[config.mk]
export PLATFORM = sky130hd
export DESIGN_NAME = nested_rw_tracker
export DESIGN_NICKNAME = d
export VERILOG_FILES = /design/src/rtl/ntx_pkg.sv /design/src/rtl/ntx_depth_ctrl.sv /design/src/rtl/ntx_line.sv /design/src/rtl/ntx_snoop_resp.sv /design/src/rtl/nested_rw_tracker.sv
export SDC_FILE = /design/constraint.sdc
export NUM_CORES = 1
export LEC_CHECK = 0
export ABC_AREA = 0
export BUFFER_PORTS_ARGS = -buffer_cell sky130_fd_sc_hd__buf_2
export CAP_MARGIN = 15
export CORE_MARGIN = 2
export CORE_UTILIZATION = 30
export CTS_CLUSTER_SIZE = 10
export DETAILED_ROUTE_END_ITERATION = 16
export SYNTH_ARGS = -nofsm -noshare
export SYNTH_HDL_FRONTEND = slang
export SYNTH_HIERARCHICAL = 1
export SYNTH_SLANG_ARGS = --single-unit
[constraint.sdc]
create_clock -name clk -period 8.67 [get_ports clk]
set_input_delay 0.867 -clock clk [delete_from_list [all_inputs] [get_ports clk]]
set_output_delay 0.867 -clock clk [all_outputs]
set_load 0.01 [all_outputs]
[src/rtl/ntx_pkg.sv]
package ntx_pkg;

  typedef enum logic [1:0] {
    LCMD_NONE  = 2'd0,
    LCMD_MERGE = 2'd1,
    LCMD_DROP  = 2'd2,
    LCMD_WIPE  = 2'd3
  } lvl_cmd_e;

  typedef struct packed {
    logic vld;
    logic dirty;
    logic excl;
  } line_st_t;

endpackage

[src/rtl/ntx_depth_ctrl.sv]
module ntx_depth_ctrl
  import ntx_pkg::*;
#(
  parameter int DEPTH   = 4,
  parameter int DEPTH_W = 3,
  parameter int LVL_W   = 2
) (
  input  logic               clk,
  input  logic               rst_n,
  input  logic               begin_i,
  input  logic               commit_i,
  input  logic               abort_i,
  output logic [DEPTH_W-1:0] depth_o,
  output logic [LVL_W-1:0]   cur_lvl_o,
  output logic               in_txn_o,
  output lvl_cmd_e           cmd_o,
  output logic               ovf_o
);

  logic [DEPTH_W-1:0] depth_q, depth_d;
  logic               ovf_q, ovf_d;
  logic               upd_en;
  lvl_cmd_e           cmd;

  assign upd_en = begin_i | commit_i | abort_i;

  always_comb begin
    depth_d = depth_q;
    ovf_d   = ovf_q;
    cmd     = LCMD_NONE;
    if (abort_i && depth_q != '0) begin
      cmd     = LCMD_DROP;
      depth_d = depth_q - DEPTH_W'(1);
    end else if (commit_i && depth_q != '0) begin
      cmd     = (depth_q == DEPTH_W'(1)) ? LCMD_WIPE : LCMD_MERGE;
      depth_d = depth_q - DEPTH_W'(1);
    end else if (begin_i) begin
      if (depth_q == DEPTH_W'(DEPTH)) ovf_d = 1'b1;
      else                            depth_d = depth_q + DEPTH_W'(1);
    end
    if (depth_d == '0) ovf_d = 1'b0;
  end

  always_ff @(posedge clk or negedge rst_n) begin
    if (!rst_n) begin
      depth_q <= '0;
      ovf_q   <= 1'b0;
    end else if (upd_en) begin
      depth_q <= depth_d;
      ovf_q   <= ovf_d;
    end
  end

  assign depth_o   = depth_q;
  assign cur_lvl_o = LVL_W'(depth_q - DEPTH_W'(1));
  assign in_txn_o  = (depth_q != '0);
  assign cmd_o     = cmd;
  assign ovf_o     = ovf_q;

  AST_DEPTH_LIMIT: assert property (@(posedge clk) disable iff (!rst_n)
    depth_q <= DEPTH_W'(DEPTH));
  AST_OVF_REFUSE: assert property (@(posedge clk) disable iff (!rst_n)
    (begin_i && !commit_i && !abort_i && depth_q == DEPTH_W'(DEPTH))
      |=> (depth_q == DEPTH_W'(DEPTH) && ovf_q));
  AST_COMMIT_STEP: assert property (@(posedge clk) disable iff (!rst_n)
    (commit_i && !abort_i && depth_q != '0) |=> (depth_q == $past(depth_q) - DEPTH_W'(1)));
  AST_IDLE_CMD: assert property (@(posedge clk) disable iff (!rst_n)
    ((commit_i || abort_i) && !begin_i && depth_q == '0) |=> (depth_q == '0));

endmodule

[src/rtl/ntx_line.sv]
module ntx_line
  import ntx_pkg::*;
#(
  parameter int DEPTH   = 4,
  parameter int DEPTH_W = 3,
  parameter int LVL_W   = 2
) (
  input  logic               clk,
  input  logic               rst_n,
  input  logic               acc_ld_i,
  input  logic               acc_st_i,
  input  logic               in_txn_i,
  input  logic [LVL_W-1:0]   cur_lvl_i,
  input  logic [DEPTH_W-1:0] depth_i,
  input  lvl_cmd_e           cmd_i,
  input  logic               snp_sel_i,
  input  logic               snp_inv_i,
  output logic [DEPTH-1:0]   rw_o,
  output line_st_t           st_o
);

  logic [DEPTH-1:0] rd_q, rd_d, wr_q, wr_d;
  line_st_t         st_q, st_d;
  logic             line_en;
  logic [LVL_W-1:0] par_lvl;

  assign par_lvl = cur_lvl_i - LVL_W'(1);
  assign line_en = acc_ld_i | acc_st_i | snp_sel_i | (cmd_i != LCMD_NONE);

  // flag planes: access first, then the level command
  always_comb begin
    rd_d = rd_q;
    wr_d = wr_q;
    if (in_txn_i && acc_st_i)      wr_d[cur_lvl_i] = 1'b1;
    else if (in_txn_i && acc_ld_i) rd_d[cur_lvl_i] = 1'b1;
    case (cmd_i)
      LCMD_WIPE: begin
        rd_d = '0;
        wr_d = '0;
      end
      LCMD_MERGE: begin
        rd_d[par_lvl]   = rd_d[par_lvl] | rd_d[cur_lvl_i];
        wr_d[par_lvl]   = wr_d[par_lvl] | wr_d[cur_lvl_i];
        rd_d[cur_lvl_i] = 1'b0;
        wr_d[cur_lvl_i] = 1'b0;
      end
      LCMD_DROP: begin
        rd_d[cur_lvl_i] = 1'b0;
        wr_d[cur_lvl_i] = 1'b0;
      end
      default: ;
    endcase
  end

  // line state: snoop first, then the local access
  always_comb begin
    st_d = st_q;
    if (snp_sel_i) begin
      if (snp_inv_i) st_d = '0;
      else           st_d.excl = 1'b0;
    end
    if (acc_st_i) begin
      st_d.vld   = 1'b1;
      st_d.dirty = 1'b1;
      st_d.excl  = 1'b1;
    end else if (acc_ld_i && !st_d.vld) begin
      st_d.vld   = 1'b1;
      st_d.dirty = 1'b0;
      st_d.excl  = 1'b1;
    end
  end

  always_ff @(posedge clk or negedge rst_n) begin
    if (!rst_n) begin
      rd_q <= '0;
      wr_q <= '0;
      st_q <= '0;
    end else if (line_en) begin
      rd_q <= rd_d;
      wr_q <= wr_d;
      st_q <= st_d;
    end
  end

  assign rw_o = rd_q | wr_q;
  assign st_o = st_q;

  for (genvar lv = 0; lv < DEPTH; lv++) begin : g_lvl_chk
    AST_NO_STALE_BITS: assert property (@(posedge clk) disable iff (!rst_n)
      (DEPTH_W'(lv) >= depth_i) |-> !(rd_q[lv] | wr_q[lv]));
  end

endmodule

[src/rtl/ntx_snoop_resp.sv]
module ntx_snoop_resp
  import ntx_pkg::*;
#(
  parameter int NUM_LINES = 16,
  parameter int DEPTH     = 4,
  parameter int ADDR_W    = 4,
  parameter int DEPTH_W   = 3,
  parameter int LVL_W     = 2
) (
  input  logic               clk,
  input  logic               rst_n,
  input  logic               snp_i,
  input  logic               snp_inv_i,
  input  logic [ADDR_W-1:0]  snp_addr_i,
  input  logic [DEPTH-1:0]   rw_all_i [NUM_LINES],
  input  line_st_t           st_all_i [NUM_LINES],
  input  logic [DEPTH_W-1:0] depth_i,
  output logic               rsp_vld_o,
  output logic               viol_o,
  output logic [LVL_W-1:0]   viol_lvl_o,
  output logic               hit_o,
  output logic               dirty_o,
  output logic               excl_o
);

  logic [DEPTH-1:0] sel_rw;
  line_st_t         sel_st;
  logic             found;
  logic [LVL_W-1:0] low_lvl;

  logic             vld_q, viol_q, hit_q, dirty_q, excl_q;
  logic             vld_d, viol_d, hit_d, dirty_d, excl_d;
  logic [LVL_W-1:0] lvl_q, lvl_d;

  assign sel_rw = rw_all_i[snp_addr_i];
  assign sel_st = st_all_i[snp_addr_i];

  // outermost level holding the line
  always_comb begin
    found   = 1'b0;
    low_lvl = '0;
    for (int k = DEPTH - 1; k >= 0; k--) begin
      if (sel_rw[k]) begin
        found   = 1'b1;
        low_lvl = LVL_W'(k);
      end
    end
  end

  always_comb begin
    vld_d   = snp_i;
    viol_d  = snp_i & snp_inv_i & found;
    lvl_d   = (snp_i && snp_inv_i && found) ? low_lvl : '0;
    hit_d   = snp_i & sel_st.vld;
    dirty_d = snp_i & sel_st.dirty;
    excl_d  = snp_i & sel_st.excl;
  end

  always_ff @(posedge clk or negedge rst_n) begin
    if (!rst_n) begin
      vld_q   <= 1'b0;
      viol_q  <= 1'b0;
      lvl_q   <= '0;
      hit_q   <= 1'b0;
      dirty_q <= 1'b0;
      excl_q  <= 1'b0;
    end else begin
      vld_q   <= vld_d;
      viol_q  <= viol_d;
      lvl_q   <= lvl_d;
      hit_q   <= hit_d;
      dirty_q <= dirty_d;
      excl_q  <= excl_d;
    end
  end

  assign rsp_vld_o  = vld_q;
  assign viol_o     = viol_q;
  assign viol_lvl_o = lvl_q;
  assign hit_o      = hit_q;
  assign dirty_o    = dirty_q;
  assign excl_o     = excl_q;

  AST_VIOL_NEEDS_INV: assert property (@(posedge clk) disable iff (!rst_n)
    viol_q |-> $past(snp_i && snp_inv_i));
  AST_VIOL_LVL_OPEN: assert property (@(posedge clk) disable iff (!rst_n)
    viol_q |-> (DEPTH_W'(lvl_q) < $past(depth_i)));
  AST_RSP_ONE_CYCLE: assert property (@(posedge clk) disable iff (!rst_n)
    vld_q |-> $past(snp_i));

endmodule

[src/rtl/nested_rw_tracker.sv]
module nested_rw_tracker
  import ntx_pkg::*;
#(
  parameter  int NUM_LINES = 16,
  parameter  int DEPTH     = 4,
  localparam int ADDR_W    = $clog2(NUM_LINES),
  localparam int LVL_W     = $clog2(DEPTH),
  localparam int DEPTH_W   = $clog2(DEPTH + 1)
) (
  input  logic               clk,
  input  logic               rst_n,
  input  logic               tx_begin_i,
  input  logic               tx_commit_i,
  input  logic               tx_abort_i,
  input  logic               ld_i,
  input  logic               st_i,
  input  logic [ADDR_W-1:0]  acc_addr_i,
  input  logic               snp_i,
  input  logic               snp_inv_i,
  input  logic [ADDR_W-1:0]  snp_addr_i,
  output logic [DEPTH_W-1:0] depth_o,
  output logic               ovf_o,
  output logic               rsp_vld_o,
  output logic               viol_o,
  output logic [LVL_W-1:0]   viol_lvl_o,
  output logic               rsp_hit_o,
  output logic               rsp_dirty_o,
  output logic               rsp_excl_o
);

  logic [DEPTH_W-1:0] depth;
  logic [LVL_W-1:0]   cur_lvl;
  logic               in_txn;
  lvl_cmd_e           cmd;
  logic [DEPTH-1:0]   rw_all [NUM_LINES];
  line_st_t           st_all [NUM_LINES];

  ntx_depth_ctrl #(
    .DEPTH   (DEPTH),
    .DEPTH_W (DEPTH_W),
    .LVL_W   (LVL_W)
  ) u_ctrl (
    .clk       (clk),
    .rst_n     (rst_n),
    .begin_i   (tx_begin_i),
    .commit_i  (tx_commit_i),
    .abort_i   (tx_abort_i),
    .depth_o   (depth),
    .cur_lvl_o (cur_lvl),
    .in_txn_o  (in_txn),
    .cmd_o     (cmd),
    .ovf_o     (ovf_o)
  );

  for (genvar ln = 0; ln < NUM_LINES; ln++) begin : g_line
    logic acc_hit, snp_hit;
    assign acc_hit = (acc_addr_i == ADDR_W'(ln));
    assign snp_hit = snp_i && (snp_addr_i == ADDR_W'(ln));

    ntx_line #(
      .DEPTH   (DEPTH),
      .DEPTH_W (DEPTH_W),
      .LVL_W   (LVL_W)
    ) u_line (
      .clk       (clk),
      .rst_n     (rst_n),
      .acc_ld_i  (acc_hit & ld_i),
      .acc_st_i  (acc_hit & st_i),
      .in_txn_i  (in_txn),
      .cur_lvl_i (cur_lvl),
      .depth_i   (depth),
      .cmd_i     (cmd),
      .snp_sel_i (snp_hit),
      .snp_inv_i (snp_inv_i),
      .rw_o      (rw_all[ln]),
      .st_o      (st_all[ln])
    );
  end

  ntx_snoop_resp #(
    .NUM_LINES (NUM_LINES),
    .DEPTH     (DEPTH),
    .ADDR_W    (ADDR_W),
    .DEPTH_W   (DEPTH_W),
    .LVL_W     (LVL_W)
  ) u_resp (
    .clk        (clk),
    .rst_n      (rst_n),
    .snp_i      (snp_i),
    .snp_inv_i  (snp_inv_i),
    .snp_addr_i (snp_addr_i),
    .rw_all_i   (rw_all),
    .st_all_i   (st_all),
    .depth_i    (depth),
    .rsp_vld_o  (rsp_vld_o),
    .viol_o     (viol_o),
    .viol_lvl_o (viol_lvl_o),
    .hit_o      (rsp_hit_o),
    .dirty_o    (rsp_dirty_o),
    .excl_o     (rsp_excl_o)
  );

  assign depth_o = depth;

endmodule

==> key figures <==
Outcome
  – Status: finished clean

Logic synthesis
  – Main combinational cell family by area after synthesis: compound AO/OA/AOI/OAI gates
  – Post-synth top area share: 0.262
  – Top_reg_cell synth: dfrtp_1
  – EDFF count, synth: 0
  – Compound-Gate Fraction of Synth Area: 0.252
  – Synth warn: 6
  – Synth Net Count: 2161
  – Register bit count reported by yosys: 187
  – Cell accounting for the most synthesized area: dfrtp_1
  – Post-Syn Area: 17900 um^2
  – Cell variety after synth: 58
  – XOR/XNOR Fraction of Synth Area: 0
  – Mapped Cells: 1964
  – Post-synthesis sequential area ratio: 0.262
  – Synth Area in Adders: 0.126
  – Async set or reset register ratio after synthesis: 1.00
  – Avg Synthesized Cell Area: 9.11 um^2
  – Area contributors post-synth: dfrtp_1, ha_1, mux4_2
  – Simple-gate area share of the yosys netlist: 0.190
  – Multiplexer share of the synthesized area: 0.114

Global routing
  – Met2 Use GR: 0.282
  – Largest net degree at the start of global routing: 70
  – Initial antenna violation count: 4
  – GRT Residual Overflow: 0
  – First-pass GRT wire length: 86.0 mm
  – Vias in the first global route: 15500
  – Top Usage Layer GRT: met2
  – Overall Global Routing Usage: 0.175
  – Global routing met1 resource utilization: 0.243
  – Met3 Use GR: 0.0304

Clock network
  – CTS Sinks: 187
  – CTS Buf Count: 17
  – Hold buffer count at CTS: 0
  – H-tree levels: 4
  – Post-cts gate resize count: 0
  – CTS clk-pin slew, worst paths: 0.08 ns
  – Clock Latency Late Sink: 0.47 ns
  – Max Buffers Root-to-Sink: 2
  – CTS tree: built
  – Root buffer cell: clkbuf_16
  – Setup bufs post-CTS: 0

Worst setup path
  – Reg-to-Reg End: g_line[8].u_line/wr_q[1]
  – Crit-path cells: inv_4 > ha_1 > clkinv_2 > buf_4 > inv_1 > ha_1 > or3_1 > a21oi_1 > a21oi_1 > o21ai_0 > a31oi_1
  – Critical Path AT: 4.90 ns
  – WS Path Type: flop to flop
  – Crit start category: flop
  – Crit-path max cell delay: 0.61 ns
  – Buf+Inv Stages, Crit Path: 4
  – Max Fanout on Critical Path: 53
  – Crit path capture type: flop
  – Kind of cell adding the most delay to the critical path: buffers and inverters
  – Worst EP required: 8.99 ns
  – R2r setup slk: 4.09 ns
  – Cell count along the critical path: 11
  – Max stage delay cell, worst path: buf_4
  – Reg2Reg Depth: 11
  – Reg-to-Reg Start: u_ctrl/depth_o[0]

Timing
  – Slew HR: 0.284
  – Setup Viol. Count Final: 0
  – Fin worst setup slack: 4.09 ns
  – RSZ-0062 raised after global routing: no
  – Actual slew at the worst max-slew pin: 1.07 ns
  – Fin crit period: 4.58 ns
  – Fmax: 218 MHz
  – Fin. max-slew vios: 0
  – TNS Setup: 0 ns
  – Hold Vio Cnt, Final: 0
  – Tcrit/Tclk final: 0.529
  – Worst Skew: 0.0126 ns

Finish
  – Final #Nets: 2151
  – Final non-filler cell total: 2741
  – Share of cells above drive strength 1: 0.163
  – Post-Layout Inst Area: 19300 um^2
  – Layout fillers: 6083
  – Area Growth Syn to Fin: 7.83%

Power
  – Total power draw: 7200 uW
  – Leakage: 0.00854 uW
  – Power per cell area: 374 nW/um^2
  – Peak VDD IR: 244 uV

Route
  – Drt via density: 5.86
  – Routed vias: 16100
  – DRT Wirelength: 54.1 mm
  – # DRC: 0
  – DRT antenna net count: 0
  – Drt first pass iters: 6
  – Initial drt markers: 1463
  – Wirelength per Cell: 19.7 um

Placement
  – Post-DP HPWL: 38.2 mm
  – Pre-CTS setup slack: 4.11 ns
  – Placed instance count: 2708
  – DP Area: 18700 um^2
  – Gp weighted congestion: 0.885
  – Port Buf Inserts: 27

Die
  – Die area: 61600 um^2
  – Row count: 89
  – I/O Pins: 28
  – Starting Density: 0.303
  – Die width: 248 um
  – Core Area: 59000 um^2
  – Die Height: 248 um

Min path
  – Worst min path class: primary input to async pin

Flow run
  – Max cap viols: 0
worst reg2reg max path, stage by stage, from the launching register on:
cell      delay, ns
dfrtp_1        0.49
inv_4          0.41
ha_1           0.34
clkinv_2       0.59
buf_4          0.62
inv_1          0.36
ha_1           0.44
or3_1          0.38
a21oi_1        0.15
a21oi_1        0.06
o21ai_0        0.43
a31oi_1        0.17
layer usage:
metal / up-vias / wire length, um
met5: - / 34
met4: 6 / 814
met3: 83 / 4010
met2: 657 / 24900
met1: 8015 / 24300
li1: 7300 / -
registers in the layout, indices dropped and copies added (netlist names):
signal,flops
u_resp/rsp_vld_o,1
u_resp/viol_lvl_o,2
u_resp/hit_o,1
u_ctrl/depth_o,3
u_resp/viol_o,1
g_line.u_line/wr_q,64
u_resp/excl_o,1
u_resp/dirty_o,1
u_ctrl/ovf_o,1
g_line.u_line/st_o,48
g_line.u_line/rd_q,64
power breakdown:
group,internal [uW],switching [uW]
clock,474,399
combinational,1980,3000
sequential,1140,216
layout make-up:
cell class | instances | area [um^2] | area share
multi-input cells | 1567 | 12200 | 0.635
flip-flops and latches | 187 | 4680 | 0.243
well taps | 773 | 967 | 0.0501
inverters | 140 | 529 | 0.0274
clock buffers | 20 | 457 | 0.0237
repair buffers | 41 | 249 | 0.0129
clock inverters | 12 | 163 | 0.00843
diodes | 1 | 2.50 | 0.000130
worst max path at each step:
stage                           start                        to  slack [ns]
finish              u_ctrl/depth_o[0]  g_line[8].u_line/wr_q[1]        4.09
global route        u_ctrl/depth_o[0]  g_line[8].u_line/wr_q[1]        3.80
CTS                 u_ctrl/depth_o[0]  g_line[8].u_line/wr_q[1]        4.11
detailed placement  u_ctrl/depth_o[0]  g_line[8].u_line/wr_q[1]        4.11
global placement    u_ctrl/depth_o[0]  g_line[8].u_line/wr_q[1]        4.18
floorplan           u_ctrl/depth_o[0]  g_line[4].u_line/rd_q[0]        1.73
cells in the mapped netlist, drive strengths merged (3+ instances only):
cell,instances
a221oi,3
and3,14
o211ai,48
nand2,86
o31ai,4
nor4b,5
nor3,72
a221o,56
a21boi,16
and2,3
a31oi,106
a2111o,5
o21ai,116
buf,50
or2,65
a21oi,226
inv,140
clkbuf,20
or3b,10
a31o,35
nand3b,11
nor2b,90
a22oi,7
and2b,21
mux2i,5
or3,5
mux4,83
a41oi,3
a21o,40
dfrtp,187
a211oi,12
a2bb2oi,6
nor2,100
ha,180
nand3,25
nand2b,85
and3b,16
layout by cell type, fill, tap and decap left out, drive strengths merged, types with 7 or more instances in the layout:
cell	count
a211oi	12
a21boi	16
a21o	40
a21oi	226
a221o	56
a22oi	7
a31o	35
a31oi	106
and2b	21
and3	14
and3b	16
buf	40
clkbuf	21
dfrtp	187
ha	180
inv	142
mux4	83
nand2	86
nand2b	85
nand3	25
nand3b	11
nor2	100
nor2b	90
nor3	72
o211ai	48
o21ai	116
or2	65
or3b	10
metrics by stage:
| step | util | hold slack, ns |
|---|---|---|
| after floorplan | - | 0.464 |
| after global placement | 0.316 | 0.485 |
| after detailed placement | 0.316 | 0.486 |
| after CTS | 0.327 | 0.406 |
| after global routing | 0.327 | 0.417 |
| final | 0.327 | 0.394 |
cells by family (layout without fill, tap and decap cells):
| logic type | after synthesis | after routing |
|---|---|---|
| multiplexers | 88 | 88 |
| flip-flops | 187 | 187 |
| adder cells (fa/ha/maj) | 180 | 180 |
| buffers and inverters | 210 | 213 |
| other | 0 | 1 |
| AND/OR/NAND/NOR | 609 | 609 |
| AO/OA/AOI/OAI | 690 | 690 |
Power figures use the tool's default switching activity.
